### src/rtl/bus_xfer_pkg.sv
package bus_xfer_pkg;
    typedef enum logic [2:0] {
        OP_HOLD   = 3'd0,
        OP_LOAD_A = 3'd1,
        OP_LOAD_B = 3'd2,
        OP_RECIRC = 3'd3,
        OP_SHIFT  = 3'd4
    } op_e;
endpackage

### src/rtl/brg_edge_sync.sv
module brg_edge_sync (
    input  logic clk,
    input  logic rst_n,
    input  logic async_in,
    output logic rise
);
    typedef struct packed {
        logic s1;
        logic s2;
        logic prev;
    } sync_t;

    sync_t st_d, st_q;

    always_comb begin
        st_d.s1   = async_in;
        st_d.s2   = st_q.s1;
        st_d.prev = st_q.s2;
        if (!rst_n) st_d = '0;
    end

    always_ff @(posedge clk) st_q <= st_d;

    assign rise = st_q.s2 & ~st_q.prev;

    // one rising level produces a single-cycle event
    p_rise_single_r9: assert property (@(posedge clk) disable iff (!rst_n)
        rise |=> !rise);
endmodule

### src/rtl/brg_op_decode.sv
module brg_op_decode
    import bus_xfer_pkg::*;
(
    input  logic par_mode,
    input  logic async_sel,
    input  logic dir_ab,
    input  logic a_en,
    input  logic rise,
    output op_e  op
);
    logic par_fire;

    // Serial mode never looks at async_sel
    assign par_fire = async_sel | rise;

    always_comb begin
        op = OP_HOLD;
        if (!par_mode) begin
            if (rise) op = OP_SHIFT;
        end else if (par_fire) begin
            if (!dir_ab)   op = OP_LOAD_B;
            else if (a_en) op = OP_LOAD_A;
            else           op = OP_RECIRC;
        end
    end
endmodule

### src/rtl/brg_stages.sv
module brg_stages
    import bus_xfer_pkg::*;
#(
    parameter int WIDTH = 8
) (
    input  logic             clk,
    input  logic             rst_n,
    input  op_e              op,
    input  logic [WIDTH-1:0] a_in,
    input  logic [WIDTH-1:0] b_in,
    input  logic             ser_in,
    output logic [WIDTH-1:0] data
);
    localparam int MSB = WIDTH - 1;

    logic [WIDTH-1:0] data_d, data_q;
    logic [WIDTH-1:0] shift_src;

    genvar gi;
    generate
        for (gi = 0; gi < WIDTH; gi++) begin : g_bit
            if (gi == 0) begin : g_head
                assign shift_src[gi] = ser_in;
            end else begin : g_body
                assign shift_src[gi] = data_q[gi-1];
            end
        end
    endgenerate

    always_comb begin
        data_d = data_q;
        case (op)
            OP_LOAD_A: data_d = a_in;
            OP_LOAD_B: data_d = b_in;
            OP_RECIRC: data_d = data_q;
            OP_SHIFT:  data_d = shift_src;
            default:   data_d = data_q;
        endcase
        if (!rst_n) data_d = '0;
    end

    always_ff @(posedge clk) data_q <= data_d;

    assign data = data_q;

    p_shift_r6: assert property (@(posedge clk) disable iff (!rst_n)
        op == OP_SHIFT |=> data_q == {$past(data_q[MSB-1:0]), $past(ser_in)});

    p_recirc_r5: assert property (@(posedge clk) disable iff (!rst_n)
        op == OP_RECIRC |=> $stable(data_q));

    p_load_b_r1: assert property (@(posedge clk) disable iff (!rst_n)
        op == OP_LOAD_B |=> data_q == $past(b_in));

    p_load_a_r3: assert property (@(posedge clk) disable iff (!rst_n)
        op == OP_LOAD_A |=> data_q == $past(a_in));
endmodule

### src/rtl/brg_bus_drive.sv
module brg_bus_drive #(
    parameter int WIDTH = 8
) (
    input  logic             rst_n,
    input  logic             dir_ab,
    input  logic             a_en,
    input  logic [WIDTH-1:0] data,
    output logic [WIDTH-1:0] a_out,
    output logic [WIDTH-1:0] a_oe,
    output logic [WIDTH-1:0] b_out,
    output logic [WIDTH-1:0] b_oe
);
    logic drive_a, drive_b;

    assign drive_a = rst_n & ~dir_ab & a_en;
    assign drive_b = rst_n & dir_ab;

    assign a_out = data;
    assign b_out = data;
    assign a_oe  = {WIDTH{drive_a}};
    assign b_oe  = {WIDTH{drive_b}};
endmodule

### src/rtl/bus_xfer_reg.sv
module bus_xfer_reg
    import bus_xfer_pkg::*;
#(
    parameter int WIDTH = 8
) (
    input  logic             clk,
    input  logic             rst_n,
    input  logic             reg_clk,
    input  logic             a_en,
    input  logic             async_sel,
    input  logic             dir_ab,
    input  logic             par_mode,
    input  logic             ser_in,
    input  logic [WIDTH-1:0] a_in,
    input  logic [WIDTH-1:0] b_in,
    output logic [WIDTH-1:0] a_out,
    output logic [WIDTH-1:0] a_oe,
    output logic [WIDTH-1:0] b_out,
    output logic [WIDTH-1:0] b_oe
);
    logic             rise;
    op_e              op;
    logic [WIDTH-1:0] data;

    brg_edge_sync u_sync (
        .clk      (clk),
        .rst_n    (rst_n),
        .async_in (reg_clk),
        .rise     (rise)
    );

    brg_op_decode u_dec (
        .par_mode  (par_mode),
        .async_sel (async_sel),
        .dir_ab    (dir_ab),
        .a_en      (a_en),
        .rise      (rise),
        .op        (op)
    );

    brg_stages #(.WIDTH(WIDTH)) u_stg (
        .clk    (clk),
        .rst_n  (rst_n),
        .op     (op),
        .a_in   (a_in),
        .b_in   (b_in),
        .ser_in (ser_in),
        .data   (data)
    );

    brg_bus_drive #(.WIDTH(WIDTH)) u_drv (
        .rst_n  (rst_n),
        .dir_ab (dir_ab),
        .a_en   (a_en),
        .data   (data),
        .a_out  (a_out),
        .a_oe   (a_oe),
        .b_out  (b_out),
        .b_oe   (b_oe)
    );

    p_reset_quiet_r8: assert property (@(posedge clk)
        !rst_n |-> (a_oe == '0 && b_oe == '0));

    p_one_driver_r3: assert property (@(posedge clk) disable iff (!rst_n)
        (a_oe != '0) |-> (b_oe == '0));

    p_serial_async_ignored_r7: assert property (@(posedge clk) disable iff (!rst_n)
        (!par_mode && !rise) |=> $stable(b_out));
endmodule

### config.mk
export PLATFORM = sky130hd
export DESIGN_NAME = bus_xfer_reg
export DESIGN_NICKNAME = d
export VERILOG_FILES = /design/src/rtl/bus_xfer_pkg.sv /design/src/rtl/brg_edge_sync.sv /design/src/rtl/brg_op_decode.sv /design/src/rtl/brg_stages.sv /design/src/rtl/brg_bus_drive.sv /design/src/rtl/bus_xfer_reg.sv
export SDC_FILE = /design/constraint.sdc
export NUM_CORES = 1
export LEC_CHECK = 0
export ABC_AREA = 1
export BUFFER_PORTS_ARGS = -buffer_cell sky130_fd_sc_hd__buf_2
export CORE_MARGIN = 2
export CORE_UTILIZATION = 45
export CTS_BUF_LIST = sky130_fd_sc_hd__clkbuf_4 sky130_fd_sc_hd__clkbuf_8
export DETAILED_ROUTE_END_ITERATION = 6
export PLACE_DENSITY = 0.87
export SETUP_SLACK_MARGIN = 0.05
export SLEW_MARGIN = 20
export SYNTH_ARGS = -nofsm -noshare
export SYNTH_HDL_FRONTEND = slang
export SYNTH_SLANG_ARGS = --single-unit
export TNS_END_PERCENT = 50
### constraint.sdc
create_clock -name clk -period 2.4 [get_ports clk]
set_input_delay 0.48 -clock clk [delete_from_list [all_inputs] [get_ports clk]]
set_output_delay 0.48 -clock clk [all_outputs]
set_load 0.01 [all_outputs]
==> results of run 1 <==
==> layer usage <==
layer,vias to the layer above,share of wire
li1,419,-
met5,-,0
met4,0,0.013
met3,4,0.075
met2,41,0.50
met1,362,0.42
==> cell usage in the layout (no fill, tap or decap) <==
| cell type | synthesis | layout |
|---|---|---|
| clkbuf_4 | 0 | 4 |
| dfxtp_1 | 11 | 11 |
| inv_4 | 1 | 1 |
| nand3_4 | 1 | 1 |
| nand2_1 | 20 | 20 |
| o21ai_0 | 18 | 18 |
| inv_2 | 1 | 1 |
| nand4_1 | 2 | 2 |
| nand3_1 | 6 | 6 |
| buf_2 | 1 | 55 |
| nor3_1 | 1 | 1 |
| nor2_4 | 1 | 1 |
| inv_1 | 23 | 23 |
| nand2_2 | 3 | 3 |
| a21oi_1 | 8 | 8 |
==> final timing paths <==
path              slack (ps)  cells past startpoint                       from                         end
hold reg to reg          420                      2  u_sync.st_q[2]$_SDFF_PN0_   u_sync.st_q[1]$_SDFF_PN0_
setup reg to reg        1170                      5  u_sync.st_q[1]$_SDFF_PN0_  u_stg.data[0]$_SDFFE_PN0P_
setup / recovery         450                      4                      rst_n                     a_oe[2]
hold / removal           390                      3                    reg_clk   u_sync.st_q[2]$_SDFF_PN0_
==> sequential cells by signal, indices dropped and copies added (netlist names) <==
signal	cells
u_sync.st_q	3
u_stg.data	8
==> Yosys cell counts, types with 2 or more instances <==
master   number
buf_4        24
inv_1        23
nand2_1      20
o21ai_0      18
dfxtp_1      11
a21oi_1       8
nand3_1       6
nand2_2       3
nand4_1       2
==> cell families after synthesis <==
group,count (synthesis)
AO/OA/AOI/OAI,26
flip-flops,11
AND/OR/NAND/NOR,34
buffers and inverters,50
==> metrics by stage <==
stage	cell area [um2]	cells
floorplan	802	121
global placement	923	176
detailed placement	923	176
CTS	953	180
global route	953	180
finish	953	180
==> layout make-up <==
class | count | area share
inverter | 25 | 0.101
clock buffer | 4 | 0.0315
tap | 25 | 0.0328
timing repair buffer | 55 | 0.289
multi-input combinational | 60 | 0.315
sequential | 11 | 0.231
==> worst min-delay path, stage by stage <==
cell     delay [ps]
buf_2            70
nand2_1          40
inv_1            40
==> power by group through the flow <==
stage	logic [mW]	registers, mW	clock network [mW]
after floorplan	0.0859	0.212	0
after global placement	0.118	0.208	0
after detailed placement	0.119	0.209	0
after CTS	0.120	0.205	0.147
after global routing	0.133	0.206	0.159
final	0.119	0.205	0.142
==> key figures, run 1 <==
Floorplanning
  – Placeable Area: 1710 um2
  – Std-Cell Rows: 15
  – Die area: 2140 um2
  – Die Ht: 46.2 um
  – IO Pins: 56
  – Die X: 46.2 um
  – Starting density of the core: 0.470

Power and ir drop
  – Sequential share of power: 0.439
  – Power Internal: 321 uW
  – Clock share of power: 0.304
  – Switching power: 145 uW
  – Leak: 0.573 nW
  – Comb power frac: 0.256
  – Pwr dens: 488 nW/um2
  – Sw Ratio: 0.311
  – Total power: 466 uW
  – VDD IR max: 405 uV

Critical path
  – Crit-path slowest cell: nor3_1
  – Most used cell along the critical path: buf_2
  – Worst setup EP type: primary output
  – Arrival @ worst endpoint: 1470 ps
  – Max incr delay on CP: 490 ps
  – Crit path kind: in2out
  – Critical-path cell list: buf_2, inv_1, nor3_1, buf_2
  – CP bufs+invs: 3
  – Worst path top cell family by delay: buffers and inverters
  – Crit path max fanout: 11
  – CP startpoint kind: input port
  – Critical path required time: 1920 ps

Timing
  – Setup TNS: 0 ps
  – Max_slew headroom: 0.620
  – Post-layout min period: 1950 ps
  – Clk_skew: 0.689 ps
  – Least-Margin Pin Slew: 566 ps
  – Final hold vios: 0
  – Unrepaired setup endpoints after global routing: false
  – Final setup viols: 0
  – Max Slew Vio Count: 0
  – Final period utilization: 0.814
  – Max Clk Rate: 0.512 GHz
  – Min Hold Slack: 387 ps
  – Final worst slack: 446 ps

Clocking
  – CTS buffer count: 3
  – Clk sink count: 11
  – Setup Buffers After CTS: 0
  – CTS tree: built
  – H-Tree Depth: 1
  – Resized Gates After CTS: 0
  – CTS root buf: clkbuf_4
  – Post-CTS Hold Buffers: 0
  – Clock transition at path regs: 70 ps
  – Worst-Skew Late Latency: 270 ps
  – CTS Buffer Depth: 2

Yosys
  – Warnings, synthesis: 0
  – Synth Area in Simple Gates: 0.212
  – Avg Inst Size Synth: 6.63 um2
  – Most used flip-flop cell after synthesis: dfxtp_1
  – Unique masters post-synth: 15
  – Post-synth ARST share: 0
  – Post-synthesis cell area: 802 um2
  – Synthesized instance count: 121
  – Synth top area share: 0.275
  – Seq cells post-synth: 11
  – EDFF count, synth: 0
  – Syn Nets: 145
  – Synthesized-area fraction occupied by adder cells: 0
  – Post-Synth XOR/XNOR Area: 0
  – Yosys top cell by area: dfxtp_1
  – Compound-gate portion of the synthesized area: 0.162
  – Synth area leaders: dfxtp_1, buf_4, o21ai_0, inv_1, nand2_1
  – Main combinational cell family by area after synthesis: buffers and inverters
  – Post-synthesis mux area share: 0
  – Sequential element share of the synthesized area: 0.275

Route
  – TritonRoute pass-1 iters: 4
  – DRT iter0 DRCs: 21
  – Antenna Violating Nets Remaining: 0
  – Wire per inst: 10.0 um
  – Vias per std cell: 4.59
  – Vias: 826
  – Drt total wl: 1800 um
  – Drt drc: 0

Cells and area
  – Synth-to-Final Area Change: 18.9%
  – Area of the multi-input gates: 300 um2
  – Final #Nets: 180
  – Share of layout cells above drive strength 1: 0.426
  – Final core utilization: 0.558
  – FILL cells: 192
  – N_diodes: 0
  – FF+latch area: 220 um2

Place
  – Port bufs: 55
  – Setup slack at placement: 435 ps
  – Routability cong.: 0.801
  – Post-DP HPWL: 1410 um

Global route
  – First-pass GRT wire length: 2700 um
  – GRT Total Usage: 0.178
  – GR Util met2: 0.286
  – Most used routing layer: met2
  – GR Overflow Total: 0
  – Met3 Use GR: 0.0588
  – Met1 usage: 0.209
  – Vias in the first global route: 660
  – Initial antenna violation count: 0
  – Largest net degree at the start of global routing: 12

Flow run
  – Max_cap viols: 0

Hold path
  – Hold Crit Class: in2reg

Outcome
  – Outcome: finished clean
Note: power is estimated with default switching activity, not from simulation.
==> inputs of run 2 (changes only) <==
--- a/config.mk
+++ b/config.mk
@@ -8,10 +8,10 @@
 export ABC_AREA = 1
 export BUFFER_PORTS_ARGS = -buffer_cell sky130_fd_sc_hd__buf_2
 export CORE_MARGIN = 2
-export CORE_UTILIZATION = 45
+export CORE_UTILIZATION = 42
 export CTS_BUF_LIST = sky130_fd_sc_hd__clkbuf_4 sky130_fd_sc_hd__clkbuf_8
 export DETAILED_ROUTE_END_ITERATION = 6
-export PLACE_DENSITY = 0.87
+export PLACE_DENSITY = 0.82
 export SETUP_SLACK_MARGIN = 0.05
 export SLEW_MARGIN = 20
 export SYNTH_ARGS = -nofsm -noshare
==> constraint.sdc (replaced) <==
create_clock -name clk -period 1.82 [get_ports clk]
set_input_delay 0.364 -clock clk [delete_from_list [all_inputs] [get_ports clk]]
set_output_delay 0.364 -clock clk [all_outputs]
set_load 0.01 [all_outputs]
==> run 2 against run 1 <==
Compared with the run above:
- worst setup slack worse by 90 ps
- sequential share of layout area fell by 0.18 points
- flip-flop and latch count stayed put
- critical path depth rose by 1
- cell count grew 0.56%
- core utilization decreased by 1.4 points
- critical path type unchanged
==> key figures, run 2 (synthesis results as in run 1) <==
Clocking
  – CTS root buf: clkbuf_4
  – CTS tree: built
  – Setup Buffers After CTS: 0 (unchanged)
  – Clock transition at path regs: 70 ps (about the same)
  – Resized Gates After CTS: 0 (unchanged)
  – CTS Buffer Depth: 2 (unchanged)
  – H-Tree Depth: 1 (unchanged)
  – Post-CTS Hold Buffers: 0 (unchanged)
  – CTS buffer count: 3 (unchanged)
  – Clk sink count: 11 (unchanged)
  – Worst-Skew Late Latency: 270 ps (about the same)

Place
  – Port bufs: 55 (unchanged)
  – Post-DP HPWL: 1410 um (about the same)
  – Setup slack at placement: 347 ps (-88.4 ps)
  – Cell Area, Placed: 931 um2 (+0.81%)
  – Routability cong.: 0.841 (+5.0%)

Critical path
  – Critical-path cell list: buf_2, inv_1, nor3_1, buf_4, buf_2
  – Crit path max fanout: 11 (unchanged)
  – Crit-path slowest cell: buf_2
  – Most used cell along the critical path: buf_2
  – Critical path required time: 1460 ps (-460 ps)
  – Worst setup EP type: primary output
  – Crit path kind: in2out
  – CP startpoint kind: input port
  – Worst R2R Path Depth: 5 (unchanged)
  – Arrival @ worst endpoint: 1100 ps (-370 ps)
  – Max incr delay on CP: 180 ps (-310 ps)

Power and ir drop
  – Total power: 610 uW (+31%)
  – Pwr dens: 635 nW/um2 (+30%)
  – VDD IR max: 436 uV (+7.6%)
  – Leak: 0.578 nW (+0.92%)

Floorplanning
  – Die Ht: 47.7 um (+3.2%)
  – Std-Cell Rows: 15 (unchanged)
  – Die area: 2280 um2 (+6.5%)
  – Placeable Area: 1760 um2 (+3.3%)
  – Starting density of the core: 0.455 (-0.0150)
  – Die X: 47.7 um (+3.2%)
  – IO Pins: 56 (unchanged)

Cells and area
  – Synth-to-Final Area Change: 19.8%
  – N_diodes: 0 (unchanged)
  – Most frequent cells in the layout: buf_2, inv_1, nand2_1
  – Design area: 961 um2 (+0.79%)
  – FILL cells: 205 (+6.8%)
  – Most common cell after layout, fill and taps aside: buf_2
  – Share of layout cells above drive strength 1: 0.429 (+0.00368)
  – Max FFs per register: 8 (unchanged)
  – Final #Nets: 181 (+0.56%)

Timing
  – Max Slew Vio Count: 0 (unchanged)
  – Final hold vios: 0 (unchanged)
  – Max_slew headroom: 0.819 (+0.199)
  – Final worst slack: 356 ps (-90.2 ps)
  – Final period utilization: 0.804
  – Min Hold Slack: 271 ps (-116 ps)
  – Final setup viols: 0 (unchanged)
  – Least-Margin Pin Slew: 270 ps (-295 ps)
  – Clk_skew: 0.704 ps (+0.0150 ps)
  – Max Clk Rate: 0.683 GHz
  – Setup TNS: 0 ps (unchanged)
  – Unrepaired setup endpoints after global routing: false
  – Post-layout min period: 1460 ps

Route
  – DRT iter0 DRCs: 17 (-19%)
  – Vias: 802 (-2.9%)
  – Antenna Violating Nets Remaining: 0 (unchanged)
  – Drt total wl: 1730 um (-4.1%)
  – Drt drc: 0 (unchanged)
  – Wire per inst: 9.56 um (-4.6%)
  – Vias per std cell: 4.43 (-3.4%)
  – TritonRoute pass-1 iters: 4 (unchanged)

Global route
  – Largest net degree at the start of global routing: 12 (unchanged)
  – GRT Total Usage: 0.166 (-0.0128)
  – Initial antenna violation count: 0 (unchanged)
  – Met1 usage: 0.221 (+0.0115)
  – Met3 Use GR: 0.0679 (+0.00910)
  – First-pass GRT wire length: 2600 um (-3.8%)
  – Vias in the first global route: 636 (-3.6%)
  – GR Util met2: 0.245 (-0.0408)
  – Most used routing layer: met2
  – GR Overflow Total: 0 (unchanged)

Outcome
  – Outcome: finished clean

Flow run
  – Max_cap viols: 0 (unchanged)

Hold path
  – Hold path depth: 3 (unchanged)
  – Hold Crit Class: in2reg
[run 2: changes by cell type in the layout (fill, tap and decap cells not counted)]
cell / change
buf_4: +1
[run 2: area by class of cell]
cell class / count / area (um2) / area share
clock buffer: 4 / 30.0 / 0.0312
multi-input combinational: 60 / 300 / 0.312
inverter: 25 / 96.3 / 0.100
sequential: 11 / 220 / 0.229
tap: 25 / 31.3 / 0.0326
timing repair buffer: 56 / 283 / 0.294
[run 2: power breakdown]
| group | switching [mW] | internal, mW | total (mW) |
|---|---|---|---|
| Sequential | 0.0130 | 0.257 | 0.270 |
| Combinational | 0.0908 | 0.0677 | 0.158 |
| Clock | 0.0813 | 0.0999 | 0.181 |
[run 2: routing by layer]
layer,share of wire,vias to the layer above
li1,-,426
met1,0.46,340
met2,0.45,31
met3,0.075,5
met4,0.010,0
met5,0,-
[run 2: final timing paths]
path / start / endpoint / slack (ps)
max: rst_n / a_oe[5] / 360
min: reg_clk / u_sync.st_q[2]$_SDFF_PN0_ / 270
max reg2reg: u_sync.st_q[1]$_SDFF_PN0_ / u_stg.data[5]$_SDFFE_PN0P_ / 620
min reg2reg: u_sync.st_q[2]$_SDFF_PN0_ / u_sync.st_q[1]$_SDFF_PN0_ / 430
[run 2: critical path: cells and delay by family]
| kind | cells | cell delay, ps |
|---|---|---|
| simple gates | 1 | 170 |
| buf+inv | 4 | 560 |
[run 2: stage by stage]
stage | utilization | cells
6_report | 0.545 | 181
5_1_grt | 0.545 | 181
4_1_cts | 0.545 | 181
3_5_place_dp | 0.528 | 177
3_3_place_gp | 0.528 | 177
2_1_floorplan | - | 121
